File: config.mk
export PLATFORM = sky130hd
export DESIGN_NAME = bank_ram_bist
export DESIGN_NICKNAME = d
export VERILOG_FILES = /design/src/rtl/bank_bist_pkg.sv /design/src/rtl/bank_bist_ctrl.sv /design/src/rtl/bank_bist_dpath.sv /design/src/rtl/bank_ram_bist.sv
export SDC_FILE = /design/constraint.sdc
export NUM_CORES = 1
export LEC_CHECK = 0
export BUFFER_PORTS_ARGS = -buffer_cell sky130_fd_sc_hd__buf_4
export CORE_MARGIN = 3
export CORE_UTILIZATION = 47
export DETAILED_ROUTE_END_ITERATION = 8
export GPL_TIMING_DRIVEN = 0
export PLACE_DENSITY = 0.76
export SKIP_LAST_GASP = 1
export SLEW_MARGIN = 40
export SYNTH_ARGS = -nofsm -noshare
export SYNTH_HDL_FRONTEND = slang
export SYNTH_HIERARCHICAL = 1
export SYNTH_SLANG_ARGS = --single-unit
File: constraint.sdc
create_clock -name clk -period 2.7 [get_ports clk]
set_input_delay 0.405 -clock clk [delete_from_list [all_inputs] [get_ports clk]]
set_output_delay 0.405 -clock clk [all_outputs]
set_load 0.05 [all_outputs]
File: src/rtl/bank_bist_pkg.sv
package bank_bist_pkg;

  typedef enum logic [1:0] {
    PH_FILL   = 2'd0,
    PH_VERIFY = 2'd1,
    PH_CLEAR  = 2'd2,
    PH_CHECK  = 2'd3
  } phase_e;

  typedef enum logic [1:0] {
    ST_IDLE   = 2'd0,
    ST_SELECT = 2'd1,
    ST_ACCESS = 2'd2,
    ST_DRAIN  = 2'd3
  } state_e;

  // strobes from the sequencer to the datapath
  typedef struct packed {
    logic restart;     // clear counters and status, begin a run
    logic wordStep;    // advance word offset
    logic bankStep;    // move to word 0 of next bank (wraps)
    logic bankWr;      // drive bank register write
    logic memEn;       // access the window this cycle
    logic memWe;       // access is a write
    logic zeroData;    // data / expectation is all zeros
    logic finishPass;  // end run with pass
    logic finishFail;  // end run with fail
  } strobe_t;

  localparam int unsigned BANK_TAG_SHIFT = 12;

  function automatic logic [15:0] tagWord(input int unsigned bank, input int unsigned word);
    return 16'((bank << BANK_TAG_SHIFT) + word);
  endfunction

endpackage

File: src/rtl/bank_bist_ctrl.sv
module bank_bist_ctrl
  import bank_bist_pkg::*;
(
  input  logic    clk,
  input  logic    rstN,
  input  logic    startReq,
  input  logic    lastWord,
  input  logic    lastBank,
  input  logic    mismatch,
  output strobe_t strobe,
  output logic    busy
);

  state_e state, stateNext;
  phase_e phase, phaseNext;
  strobe_t s;

  always_comb begin
    s         = '0;
    stateNext = state;
    phaseNext = phase;
    case (state)
      ST_IDLE: begin
        if (startReq) begin
          s.restart = 1'b1;
          stateNext = ST_SELECT;
          phaseNext = PH_FILL;
        end
      end
      ST_SELECT: begin
        if (mismatch) begin
          s.finishFail = 1'b1;
          stateNext    = ST_IDLE;
        end else begin
          s.bankWr  = 1'b1;
          stateNext = ST_ACCESS;
        end
      end
      ST_ACCESS: begin
        if (mismatch) begin
          s.finishFail = 1'b1;
          stateNext    = ST_IDLE;
        end else begin
          s.memEn    = 1'b1;
          s.memWe    = (phase == PH_FILL) || (phase == PH_CLEAR);
          s.zeroData = (phase == PH_CLEAR) || (phase == PH_CHECK);
          if (lastWord) begin
            s.bankStep = 1'b1;
            if (lastBank) begin
              case (phase)
                PH_FILL:   begin phaseNext = PH_VERIFY; stateNext = ST_SELECT; end
                PH_CLEAR:  begin phaseNext = PH_CHECK;  stateNext = ST_SELECT; end
                default:   stateNext = ST_DRAIN;
              endcase
            end else begin
              stateNext = ST_SELECT;
            end
          end else begin
            s.wordStep = 1'b1;
          end
        end
      end
      ST_DRAIN: begin
        stateNext = ST_IDLE;
        if (mismatch) begin
          s.finishFail = 1'b1;
        end else if (phase == PH_VERIFY) begin
          phaseNext = PH_CLEAR;
          stateNext = ST_SELECT;
        end else begin
          s.finishPass = 1'b1;
        end
      end
      default: stateNext = ST_IDLE;
    endcase
  end

  always_ff @(posedge clk) begin
    if (!rstN) begin
      state <= ST_IDLE;
      phase <= PH_FILL;
    end else begin
      state <= stateNext;
      phase <= phaseNext;
    end
  end

  assign strobe = s;
  assign busy   = (state != ST_IDLE);

  // a reported mismatch blocks any further access in that cycle
  a_r5_halt_on_mismatch: assert property (@(posedge clk) disable iff (!rstN)
    mismatch |-> (!strobe.memEn && !strobe.bankWr));

  // a start seen while busy never restarts the run
  a_r9_no_restart_busy: assert property (@(posedge clk) disable iff (!rstN)
    (busy && startReq) |-> !strobe.restart);

endmodule

File: src/rtl/bank_bist_dpath.sv
module bank_bist_dpath
  import bank_bist_pkg::*;
#(
  parameter int NUM_BANKS      = 8,
  parameter int WORDS_PER_BANK = 4096,
  localparam int BANK_W = (NUM_BANKS > 1) ? $clog2(NUM_BANKS) : 1,
  localparam int WORD_W = (WORDS_PER_BANK > 1) ? $clog2(WORDS_PER_BANK) : 1
) (
  input  logic              clk,
  input  logic              rstN,
  input  strobe_t           strobe,
  output logic              lastWord,
  output logic              lastBank,
  output logic              mismatch,
  output logic              done,
  output logic              passOk,
  output logic              failFlag,
  output logic [BANK_W-1:0] failBank,
  output logic [WORD_W-1:0] failWord,
  output logic              bankSelWr,
  output logic [BANK_W:0]   bankSelVal,
  output logic              memEn,
  output logic              memWe,
  output logic [WORD_W-1:0] memAddr,
  output logic [15:0]       memWdata,
  input  logic [15:0]       memRdata
);

  localparam logic [BANK_W-1:0] BANK_MAX = BANK_W'(NUM_BANKS - 1);
  localparam logic [WORD_W-1:0] WORD_MAX = WORD_W'(WORDS_PER_BANK - 1);

  logic [BANK_W-1:0] bankCnt;
  logic [WORD_W-1:0] wordCnt;
  logic [15:0]       expVal;

  // read-compare pipeline: one stage matching the RAM read latency
  logic              cmpValid;
  logic [15:0]       cmpExp;
  logic [BANK_W-1:0] cmpBank;
  logic [WORD_W-1:0] cmpWord;

  logic              doneQ, passQ, failQ;
  logic [BANK_W-1:0] failBankQ;
  logic [WORD_W-1:0] failWordQ;

  assign lastWord = (wordCnt == WORD_MAX);
  assign lastBank = (bankCnt == BANK_MAX);

  always_ff @(posedge clk) begin
    if (!rstN || strobe.restart) begin
      bankCnt <= '0;
      wordCnt <= '0;
    end else if (strobe.bankStep) begin
      wordCnt <= '0;
      bankCnt <= lastBank ? '0 : bankCnt + 1'b1;
    end else if (strobe.wordStep) begin
      wordCnt <= wordCnt + 1'b1;
    end
  end

  assign expVal = strobe.zeroData ? 16'h0000
                                  : tagWord(32'(bankCnt), 32'(wordCnt));

  assign bankSelWr  = strobe.bankWr;
  assign bankSelVal = {1'b1, bankCnt};
  assign memEn      = strobe.memEn;
  assign memWe      = strobe.memWe;
  assign memAddr    = wordCnt;
  assign memWdata   = expVal;

  always_ff @(posedge clk) begin
    if (!rstN || strobe.restart) begin
      cmpValid <= 1'b0;
      cmpExp   <= '0;
      cmpBank  <= '0;
      cmpWord  <= '0;
    end else begin
      cmpValid <= strobe.memEn && !strobe.memWe;
      cmpExp   <= expVal;
      cmpBank  <= bankCnt;
      cmpWord  <= wordCnt;
    end
  end

  assign mismatch = cmpValid && (memRdata != cmpExp);

  always_ff @(posedge clk) begin
    if (!rstN || strobe.restart) begin
      doneQ     <= 1'b0;
      passQ     <= 1'b0;
      failQ     <= 1'b0;
      failBankQ <= '0;
      failWordQ <= '0;
    end else begin
      doneQ <= strobe.finishPass || strobe.finishFail;
      if (strobe.finishPass) begin
        passQ <= 1'b1;
      end
      if (strobe.finishFail) begin
        failQ     <= 1'b1;
        failBankQ <= cmpBank;
        failWordQ <= cmpWord;
      end
    end
  end

  assign done     = doneQ;
  assign passOk   = passQ;
  assign failFlag = failQ;
  assign failBank = failBankQ;
  assign failWord = failWordQ;

  // done lasts a single cycle
  a_r8_done_pulse: assert property (@(posedge clk) disable iff (!rstN)
    done |=> !done);

  // pass and fail status are exclusive
  a_r8_status_exclusive: assert property (@(posedge clk) disable iff (!rstN)
    !(passOk && failFlag));

  // status holds while no run is started or finished
  a_r8_status_sticky: assert property (@(posedge clk) disable iff (!rstN)
    (!strobe.restart && !strobe.finishPass && !strobe.finishFail)
      |=> ($stable(passOk) && $stable(failFlag)));

endmodule

File: src/rtl/bank_ram_bist.sv
module bank_ram_bist
  import bank_bist_pkg::*;
#(
  parameter int NUM_BANKS      = 8,
  parameter int WORDS_PER_BANK = 4096,
  localparam int BANK_W = (NUM_BANKS > 1) ? $clog2(NUM_BANKS) : 1,
  localparam int WORD_W = (WORDS_PER_BANK > 1) ? $clog2(WORDS_PER_BANK) : 1
) (
  input  logic              clk,
  input  logic              rstN,
  input  logic              startReq,
  output logic              busy,
  output logic              done,
  output logic              passOk,
  output logic              failFlag,
  output logic [BANK_W-1:0] failBank,
  output logic [WORD_W-1:0] failWord,
  output logic              bankSelWr,
  output logic [BANK_W:0]   bankSelVal,
  output logic              memEn,
  output logic              memWe,
  output logic [WORD_W-1:0] memAddr,
  output logic [15:0]       memWdata,
  input  logic [15:0]       memRdata
);

  strobe_t strobe;
  logic    lastWord, lastBank, mismatch;

  bank_bist_ctrl u_ctrl (
    .clk      (clk),
    .rstN     (rstN),
    .startReq (startReq),
    .lastWord (lastWord),
    .lastBank (lastBank),
    .mismatch (mismatch),
    .strobe   (strobe),
    .busy     (busy)
  );

  bank_bist_dpath #(
    .NUM_BANKS      (NUM_BANKS),
    .WORDS_PER_BANK (WORDS_PER_BANK)
  ) u_dpath (
    .clk        (clk),
    .rstN       (rstN),
    .strobe     (strobe),
    .lastWord   (lastWord),
    .lastBank   (lastBank),
    .mismatch   (mismatch),
    .done       (done),
    .passOk     (passOk),
    .failFlag   (failFlag),
    .failBank   (failBank),
    .failWord   (failWord),
    .bankSelWr  (bankSelWr),
    .bankSelVal (bankSelVal),
    .memEn      (memEn),
    .memWe      (memWe),
    .memAddr    (memAddr),
    .memWdata   (memWdata),
    .memRdata   (memRdata)
  );

  // word 0 of a bank is always preceded by a bank register write
  a_r2_select_before_word0: assert property (@(posedge clk) disable iff (!rstN)
    (memEn && memAddr == '0) |-> $past(bankSelWr));

  // the run ends only together with the done pulse
  a_r9_busy_ends_with_done: assert property (@(posedge clk) disable iff (!rstN)
    ($past(busy) && !busy) |-> done);

  // done is never raised while a run is active
  a_r8_done_when_idle: assert property (@(posedge clk) disable iff (!rstN)
    done |-> !busy);

endmodule

; Yosys cells after proc, flatten, opt, wreduce, memory -nomap -nowiden
; Index checks and enable logic that the tools add are counted.
[classes]
n_addsub = 3
eq_ne = 17
muxes = 34
n_reduce_logical = 17
[ops]
columns = cell, count
row1 = $mux 2, 15
row2 = $add 15x12->16, 1
row3 = $mux 16, 1
row4 = $ne 16x16->1, 1
row5 = $add 12x1->12 const B, 1
row6 = $eq 12x12->1 const B, 1
row7 = $mux 1, 12
row8 = $mux 3, 3
row9 = $eq 2x2->1 const B, 4
row10 = $ne 2x2->1 const B, 4
row11 = $pmux 2 s4, 1
row12 = $reduce_and 8->1, 1
row13 = $pmux 2 s3, 1
row14 = $eq 2x1->1 const B, 2
row15 = $logic_not 2->1, 2
row16 = $logic_or 1x1->1, 4
row17 = $ne 2x1->1 const B, 2
row18 = $pmux 2 s2, 1
row19 = $reduce_or 2->1, 2
row20 = $add 3x1->3 const B, 1
row21 = $eq 3x3->1 const B, 1
row22 = $ne 3x1->1 const B, 1
row23 = $ne 3x3->1 const B, 1
row24 = $reduce_bool 3->1, 1
row25 = 5 further kinds, 7
[totals]
output_inout_bits = 54
wordCells = 84
ff_bits = 69
in_bits = 19

; Depth between registers and ports, before layout
; Gate-level depths: netlist of the first run.
[depth]
word_depth = 7
ltp_mapped = 10
mapped_depth_nobuf = 10

; Cells and area by module
; Netlist of the first run, hierarchy kept.
[modules_own_cells]
columns = module, area_each_um2, cells_per_inst, n_inst, seq_area_each_um2
row1 = bank_bist_dpath, 2437.3, 243, 1, 1281.2
row2 = bank_bist_ctrl, 310.3, 39, 1, 80.1

; Worst setup path before layout of the first run
; No wires, ideal clock.
[synth_timing]
path_kind = input-to-output
start = in memRdata[0]
end = out memWdata[10]
setup_slack_ns = -0.108
required_time_ns = 2.295
stages = 9
arrival_time_ns = 2.403
n_path_buf = 1
path_cell_list = xor2_1 nor4_1 nand2_1 o31a_1 or3b_4 clkinv_2 and2_2 clkbuf_1 nor2b_1
[synth_rtl]
columns = item, line_no
row1 = from (decl), bank_ram_bist.sv:24  ; input logic [15:0] memRdata
row2 = to (decl), bank_ram_bist.sv:23  ; output logic [15:0] memWdata,

==> summary.md, run 1 <==
| Metric | Value |
|---|---|
| Grt total ovfl | 0 |
| Pwr/cell area | 569.0 nW/µm² |
| Slew margin rel. | 0.4815 |
| Yosys top cell area share | 0.4954 |
| DPL Wire Length | 4295 µm |
| RSZ-0062 raised after global routing | yes |
| FF+latch count, synth | 68 |
| Routed len/inst | 14.31 µm |
| Chip height | 82.46 µm |
| Antenna cells | 0 |
| H-tree depth | 3 |
| Vias in the first global route | 2042 |
| Multiplexer share of the synthesized area | 0.06557 |
| Fillers | 435 |
| Synthesis-to-finish area growth | 40.12% |
| Post-synthesis compound-gate area fraction | 0.03552 |
| Failing checks | setup timing |
| Worst skew pair latency | 0.34 ns |
| Kind of critical path | reg -> out |
| Placed insts | 424 |
| Register area | 1364 µm² |
| Final worst-path cycle share | 1.085 |
| Layout cells sized above 1 | 0.3501 |
| # hold bufs at CTS | 0 |
| WP data arrival | 2.52 ns |
| Number of synthesized flops with an enable pin | 0 |
| Core area | 5574 µm² |
| First drt pass iteration count | 4 |
| Post-synthesis xor/xnor area fraction | 0.07650 |
| Most frequent cell after synthesis | dfxtp_1 |
| Register area share after synthesis | 0.4954 |
| Synthesized-area fraction occupied by and/or/nand/nor cells | 0.2746 |
| HP Start | rstN |
| Setup crit start kind | flop |
| GRT Overall Usage | 0.1977 |
| Slew at the pin closest to its max-slew limit | 0.7718 ns |
| Setup TNS | -3.515 ns |
| Via count | 2168 |
| Final Setup Violations | 17 |
| Leakage | 0.001628 µW |
| Non-Filler Instances | 449 |
| Initial core utilization | 0.4929 |
| Worst vdd ir | 253.5 µV |
| Most instantiated cells after synthesis | dfxtp_1, nor2_1, and2_1 |
| Asr flop ratio synth | 0 |
| I/O pin count | 73 |
| Post-Syn Area | 2748 µm² |
| Max Clk Rate | 0.3414 GHz |
| FP Rows | 27 |
| WHS Path Cells | 2 |
| Initial drt markers | 85 |
| Synth area leader | dfxtp_1 |
| Port bufs | 70 |
| R2r setup slk | 0.10 ns |
| Max_cap viols | 0 |
| Fin crit period | 2.929 ns |
| Int Pwr | 1642 µW |
| Warnings, synthesis | 6 |
| Remaining DRCs | 0 |
| Clk network pwr share | 0.419 |
| Fin. max-slew vios | 0 |
| Dpl ws | -0.5579 ns |
| CTS tree | yes |
| Detail Route Antenna Nets | 0 |
| Synth area leaders | dfxtp_1, and2_1, mux2i_1 |
| Syn Nets | 304 |
| Switching Share | 0.2503 |
| TritonCTS buffer count | 9 |
| Routed vias/inst | 4.829 |
| Status | complete, but fails checks |
| Bufs on Longest Clock Path | 2 |
| Final Hold Vio Count | 0 |
| Ys flop type | dfxtp_1 |
| Main combinational cell family by area after synthesis | simple AND/OR/NAND/NOR gates |
| First-pass GRT wire length | 9839 µm |
| Sequential Power Share | 0.465 |
| Die width | 82.46 µm |
| Final WL | 6425 µm |
| Worst Hold Class | in -> reg |
| Slack of the critical path | -0.2293 ns |
| Largest net degree at the start of global routing | 14 |
| Worst Skew | 0.008103 ns |
| Final nets | 394 |
| CP Max Fanout | 5 |
| Initial antenna violation count | 0 |
| Die area | 6800 µm² |
| Clock Tree Root | clkbuf_8 |
| Clk slew on worst S/H paths | 0.08 ns |
| R2r worst-path depth | 11 |
| Unique masters post-synth | 44 |
| Worst reg2reg path endpoint | u_dpath/memAddr[5] |
| Req. time, crit path | 2.30 ns |
| Worst r2r src | u_dpath/cmpExp[6] |
| Routability congestion estimate | 0.7923 |
| Adder-cell area share of the yosys netlist | 0.01366 |
| Multi-input logic area | 1353 µm² |
| Clk sink count | 68 |
| Critical path capture point type | primary output |
| P_sw | 548.2 µW |
| Combinational power share | 0.115 |
| Mapped Cells | 282 |
| Hold Path Sink | u_ctrl/state[1] |
| Avg Inst Size Synth | 9.743 µm² |
## critical path, stage by stage, from the launching register on
cell and delay, ns:
dfxtp_2 0.32, xor2_1 0.14, nor4_2 0.30, nand2_1 0.08
o31a_1 0.29, or3b_4 0.44, clkinv_4 0.06, and2_4 0.19
clkbuf_16 0.16, nor2b_1 0.05, buf_6 0.15
## worst max path at each step
stage | startpoint | to | depth (start not counted)
CTS | u_dpath/cmpExp[6] | memWdata[10] | 10
detailed placement | memRdata[6] | memWdata[8] | 11
global route | u_dpath/cmpExp[11] | memWdata[3] | 10
global placement | memRdata[6] | memWdata[8] | 11
finish | u_dpath/cmpExp[6] | memWdata[8] | 10
floorplan | memRdata[0] | memWdata[5] | 9
## flip-flops by register name, indices dropped and copies added, names as in the netlist
register          flops
u_ctrl/phase          2
u_ctrl/state          2
u_dpath/bankCnt       3
u_dpath/cmpBank       3
u_dpath/cmpExp       15
u_dpath/cmpValid      1
u_dpath/cmpWord      12
u_dpath/done          1
u_dpath/failBank      3
u_dpath/failFlag      1
u_dpath/failWord     12
u_dpath/memAddr      12
u_dpath/passOk        1
## per-stage QoR
stage,hold slack [ns],power [µW],utilization,instance area [µm²]
2_1_floorplan,0.4403,1193,-,2761
3_3_place_gp,0.4449,1260,0.6058,3377
3_5_place_dp,0.4566,1262,0.6058,3377
4_1_cts,0.3376,2193,0.6813,3797
5_1_grt,0.3437,2273,0.6907,3850
6_report,0.3400,2191,0.6907,3850
## repair_timing
item,CTS,global route
buffers inserted,6,3
endpoints found under the setup margin,38,40
gates resized for setup,34,10
gates cloned,1,0
pin swaps,5,2
## power groups by stage
stage / clock, µW / combinational (µW) / sequential [µW]
2_1_floorplan: 0 / 146 / 1050
5_1_grt: 981 / 271 / 1020
3_5_place_dp: 0 / 220 / 1040
3_3_place_gp: 0 / 218 / 1040
6_report: 919 / 253 / 1020
4_1_cts: 931 / 244 / 1020
## routing by layer
layer,part of all wire,global-route usage,up-vias
li1,-,-,1104
met1,0.44,0.2348,994
met2,0.49,0.3325,58
met3,0.056,0.03796,12
met4,0.015,0.1113,0
met5,0,0,-
## cell type report
| cell class | instances | area share |
|---|---|---|
| clock buffer | 9 | 0.03217 |
| tap | 72 | 0.02340 |
| buffer | 15 | 0.02892 |
| sequential | 68 | 0.3542 |
| inverter | 2 | 0.003250 |
| clock inverter | 7 | 0.02567 |
| multi-input combinational | 196 | 0.3513 |
| timing repair buffer | 80 | 0.1810 |
## cell families (layout without fill, tap and decap cells)
kind of cell / Yosys count / after routing
other: 2 / 2
XOR/XNOR: 24 / 24
buffers and inverters: 18 / 113
AND/OR/NAND/NOR: 134 / 134
flip-flops: 68 / 68
AO/OA/AOI/OAI: 15 / 15
multiplexers: 18 / 18
adder cells (fa/ha/maj): 3 / 3
## placed cells by master (no fill, tap or decap), types with 2 or more instances in the layout
cell type   n
buf_4      66
dfxtp_1    66
nor2_1     38
and2_1     29
mux2i_1    18
buf_6      16
xnor2_1    13
xor2_1     11
nand2_1    10
nor2b_1    10
clkbuf_8    9
a21oi_1     5
nand2b_1    4
nor2b_2     4
nand4_1     4
clkbuf_1    4
clkinv_4    3
buf_8       3
o21ai_0     3
or3_1       3
nand3_1     3
nor3_1      3
nor3_2      3
ha_1        3
bufinv_16   2
clkbuf_16   2
nor2b_4     2
nor2_4      2
nor3b_1     2
o21a_1      2
nand4_4     2
buf_2       2
conb_1      2
dfxtp_2     2
No activity file was read; power rests on OpenSTA's default activity.
==> run 2: changes to the inputs <==
--- a/config.mk
+++ b/config.mk
@@ -7,10 +7,10 @@
 export LEC_CHECK = 0
 export BUFFER_PORTS_ARGS = -buffer_cell sky130_fd_sc_hd__buf_4
 export CORE_MARGIN = 3
-export CORE_UTILIZATION = 47
+export CORE_UTILIZATION = 56
 export DETAILED_ROUTE_END_ITERATION = 8
 export GPL_TIMING_DRIVEN = 0
-export PLACE_DENSITY = 0.76
+export PLACE_DENSITY = 0.85
 export SKIP_LAST_GASP = 1
 export SLEW_MARGIN = 40
 export SYNTH_ARGS = -nofsm -noshare
==> constraint.sdc (replaced) <==
create_clock -name clk -period 3.75 [get_ports clk]
set_input_delay 0.5625 -clock clk [delete_from_list [all_inputs] [get_ports clk]]
set_output_delay 0.5625 -clock clk [all_outputs]
set_load 0.05 [all_outputs]
==> summary.md, run 2 (same netlist as run 1, synthesis figures left out) <==
| Metric | Value |
|---|---|
| Fin. max-slew vios | 0 |
| Detail Route Antenna Nets | 0 |
| Fin util | 0.7870 |
| Die area | 5783 µm² |
| Met3 GRT Util | 0.04610 |
| Routed vias/inst | 5.063 |
| Status | complete, no violations |
| Fin crit period | 3.349 ns |
| Bufs on Longest Clock Path | 2 |
| Leakage | 0.001541 µW |
| Grt total ovfl | 0 |
| Final Hold Vio Count | 0 |
| Critical Path Most Common Cell | buf_4 |
| Core area | 4534 µm² |
| Remaining DRCs | 0 |
| TritonCTS buffer count | 9 |
| GR peak layer | met2 |
| Post-CTS Resized | 0 |
| Layout cells sized above 1 | 0.2807 |
| Worst vdd ir | 207.6 µV |
| Initial core utilization | 0.6060 |
| Final worst-path cycle share | 0.8931 |
| Req. time, crit path | 3.19 ns |
| Worst Skew | 0.009292 ns |
| Initial drt markers | 100 |
| Slack of the critical path | 0.4007 ns |
| Clock Tree Root | clkbuf_8 |
| Setup crit start kind | input pin |
| Final Setup Violations | 0 |
| Die width | 76.05 µm |
| Setup TNS | 0 ns |
| Clk slew on worst S/H paths | 0.07 ns |
| Max reg flops | 15 |
| Final nets | 384 |
| FP Rows | 24 |
| Max_cap viols | 0 |
| First drt pass iteration count | 4 |
| Met1 Use GR | 0.2804 |
| Commonest non-fill, non-tap cell in the layout | buf_4 |
| Dpl ws | 0.05971 ns |
| Routability congestion estimate | 0.7770 |
| Final WL | 6278 µm |
| Largest stage delay on the critical path | 0.42 ns |
| Initial antenna violation count | 0 |
| First-pass GRT wire length | 10370 µm |
| Port bufs | 70 |
| DPL Wire Length | 4472 µm |
| WP data arrival | 2.79 ns |
| # hold bufs at CTS | 0 |
| Synthesis-to-finish area growth | 29.87% |
| RSZ-0062 raised after global routing | no |
| Crit-path cells | buf_4, xor2_1, nor4_1, nand2_1, o31a_1, or3b_4, clkinv_2, and2_2, nor2b_1, buf_4 |
| CP max-delay cell | or3b_4 |
| Register area | 1361 µm² |
| Antenna cells | 0 |
| Critical path capture point type | primary output |
| I/O pin count | 73 |
| Vias in the first global route | 2097 |
| Pwr/cell area | 433.9 nW/µm² |
| H-tree depth | 3 |
| Fin area | 3568 µm² |
| CP Max Fanout | 17 |
| Clk sink count | 68 |
| Largest net degree at the start of global routing | 12 |
| Slew at the pin closest to its max-slew limit | 0.5555 ns |
| Chip height | 76.05 µm |
| Commonest cells after routing, fill and taps aside | buf_4, dfxtp_1, nor2_1 |
| Worst Hold Class | reg -> reg |
| Worst skew pair latency | 0.34 ns |
| CTS tree | yes |
| Routed len/inst | 14.53 µm |
| Max Clk Rate | 0.2986 GHz |
| Multi-input logic area | 1287 µm² |
| GRT Overall Usage | 0.2267 |
| Fillers | 319 |
| Via count | 2187 |
| Dpl cell area | 3354 µm² |
| Kind of critical path | in -> out |
| Reg with most FFs | u_dpath/cmpExp |
| Slew margin rel. | 0.6268 |
| M2 GR Usage | 0.3865 |
## run 2: changes by cell type in the layout (fill, tap and decap cells not counted), moves of 4 or more
cell      before  now
nor2b_1       10   16
nor2b_2        4    0
buf_6         16    1
buf_4         66   75
clkbuf_1       4    8
## run 2: worst paths after layout
check	startpoint	depth (start not counted)	slack, ns	endpoint
max	memRdata[6]	10	0.40	memWdata[11]
min	u_dpath/cmpWord[9]	2	0.47	u_dpath/failWord[9]
max reg2reg	u_dpath/cmpExp[6]	10	0.88	u_dpath/cmpExp[9]
min reg2reg	u_dpath/cmpWord[9]	2	0.47	u_dpath/failWord[9]
## run 2: timing repair
action,4_1_cts,5_1_grt
hold endpoints to repair,0,0
setup endpoints to repair,0,9
buffers inserted,0,0
## run 2: cell type report
type                            instances  area share
Timing Repair Buffer                   70      0.1473
Tap cell                               65     0.02279
Inverter                                2    0.002454
Clock inverter                          4     0.02034
Clock buffer                           12     0.04067
Buffer                                 15     0.02419
Sequential cell                        68      0.3815
Multi-Input combinational cell        196      0.3608
## run 2: worst max-delay path, delay by kind of cell
kind                   cells  cell delay [ns]
AO/OA/AOI/OAI              1             0.37
XOR/XNOR                   1             0.13
buffers and inverters      3             0.40
AND/OR/NAND/NOR            5             1.32
## run 2: layer usage
metal	share of wire	wire length (µm)	vias up
met4	0.015	97	0
met1	0.42	2632	1022
met3	0.060	378	9
li1	-	-	1079
met2	0.50	3170	77
met5	0	0	-
## run 2: per-stage QoR
| step | cells | hold slack, ns | power (µW) |
|---|---|---|---|
| after floorplan | 282 | 0.4403 | 859.0 |
| after global placement | 417 | 0.4450 | 906.2 |
| after detailed placement | 417 | 0.4602 | 908.5 |
| after CTS | 433 | 0.4765 | 1556 |
| after global routing | 432 | 0.4887 | 1599 |
| final | 432 | 0.4693 | 1548 |
## run 2: power breakdown
part	total, µW	internal, µW	leakage, µW	switching [µW]
sequential	734	727	0.000548	6.71
combinational	159	62.0	0.000886	97.0
clock	655	392	0.000107	263
total	1550	1180	0.00154	367
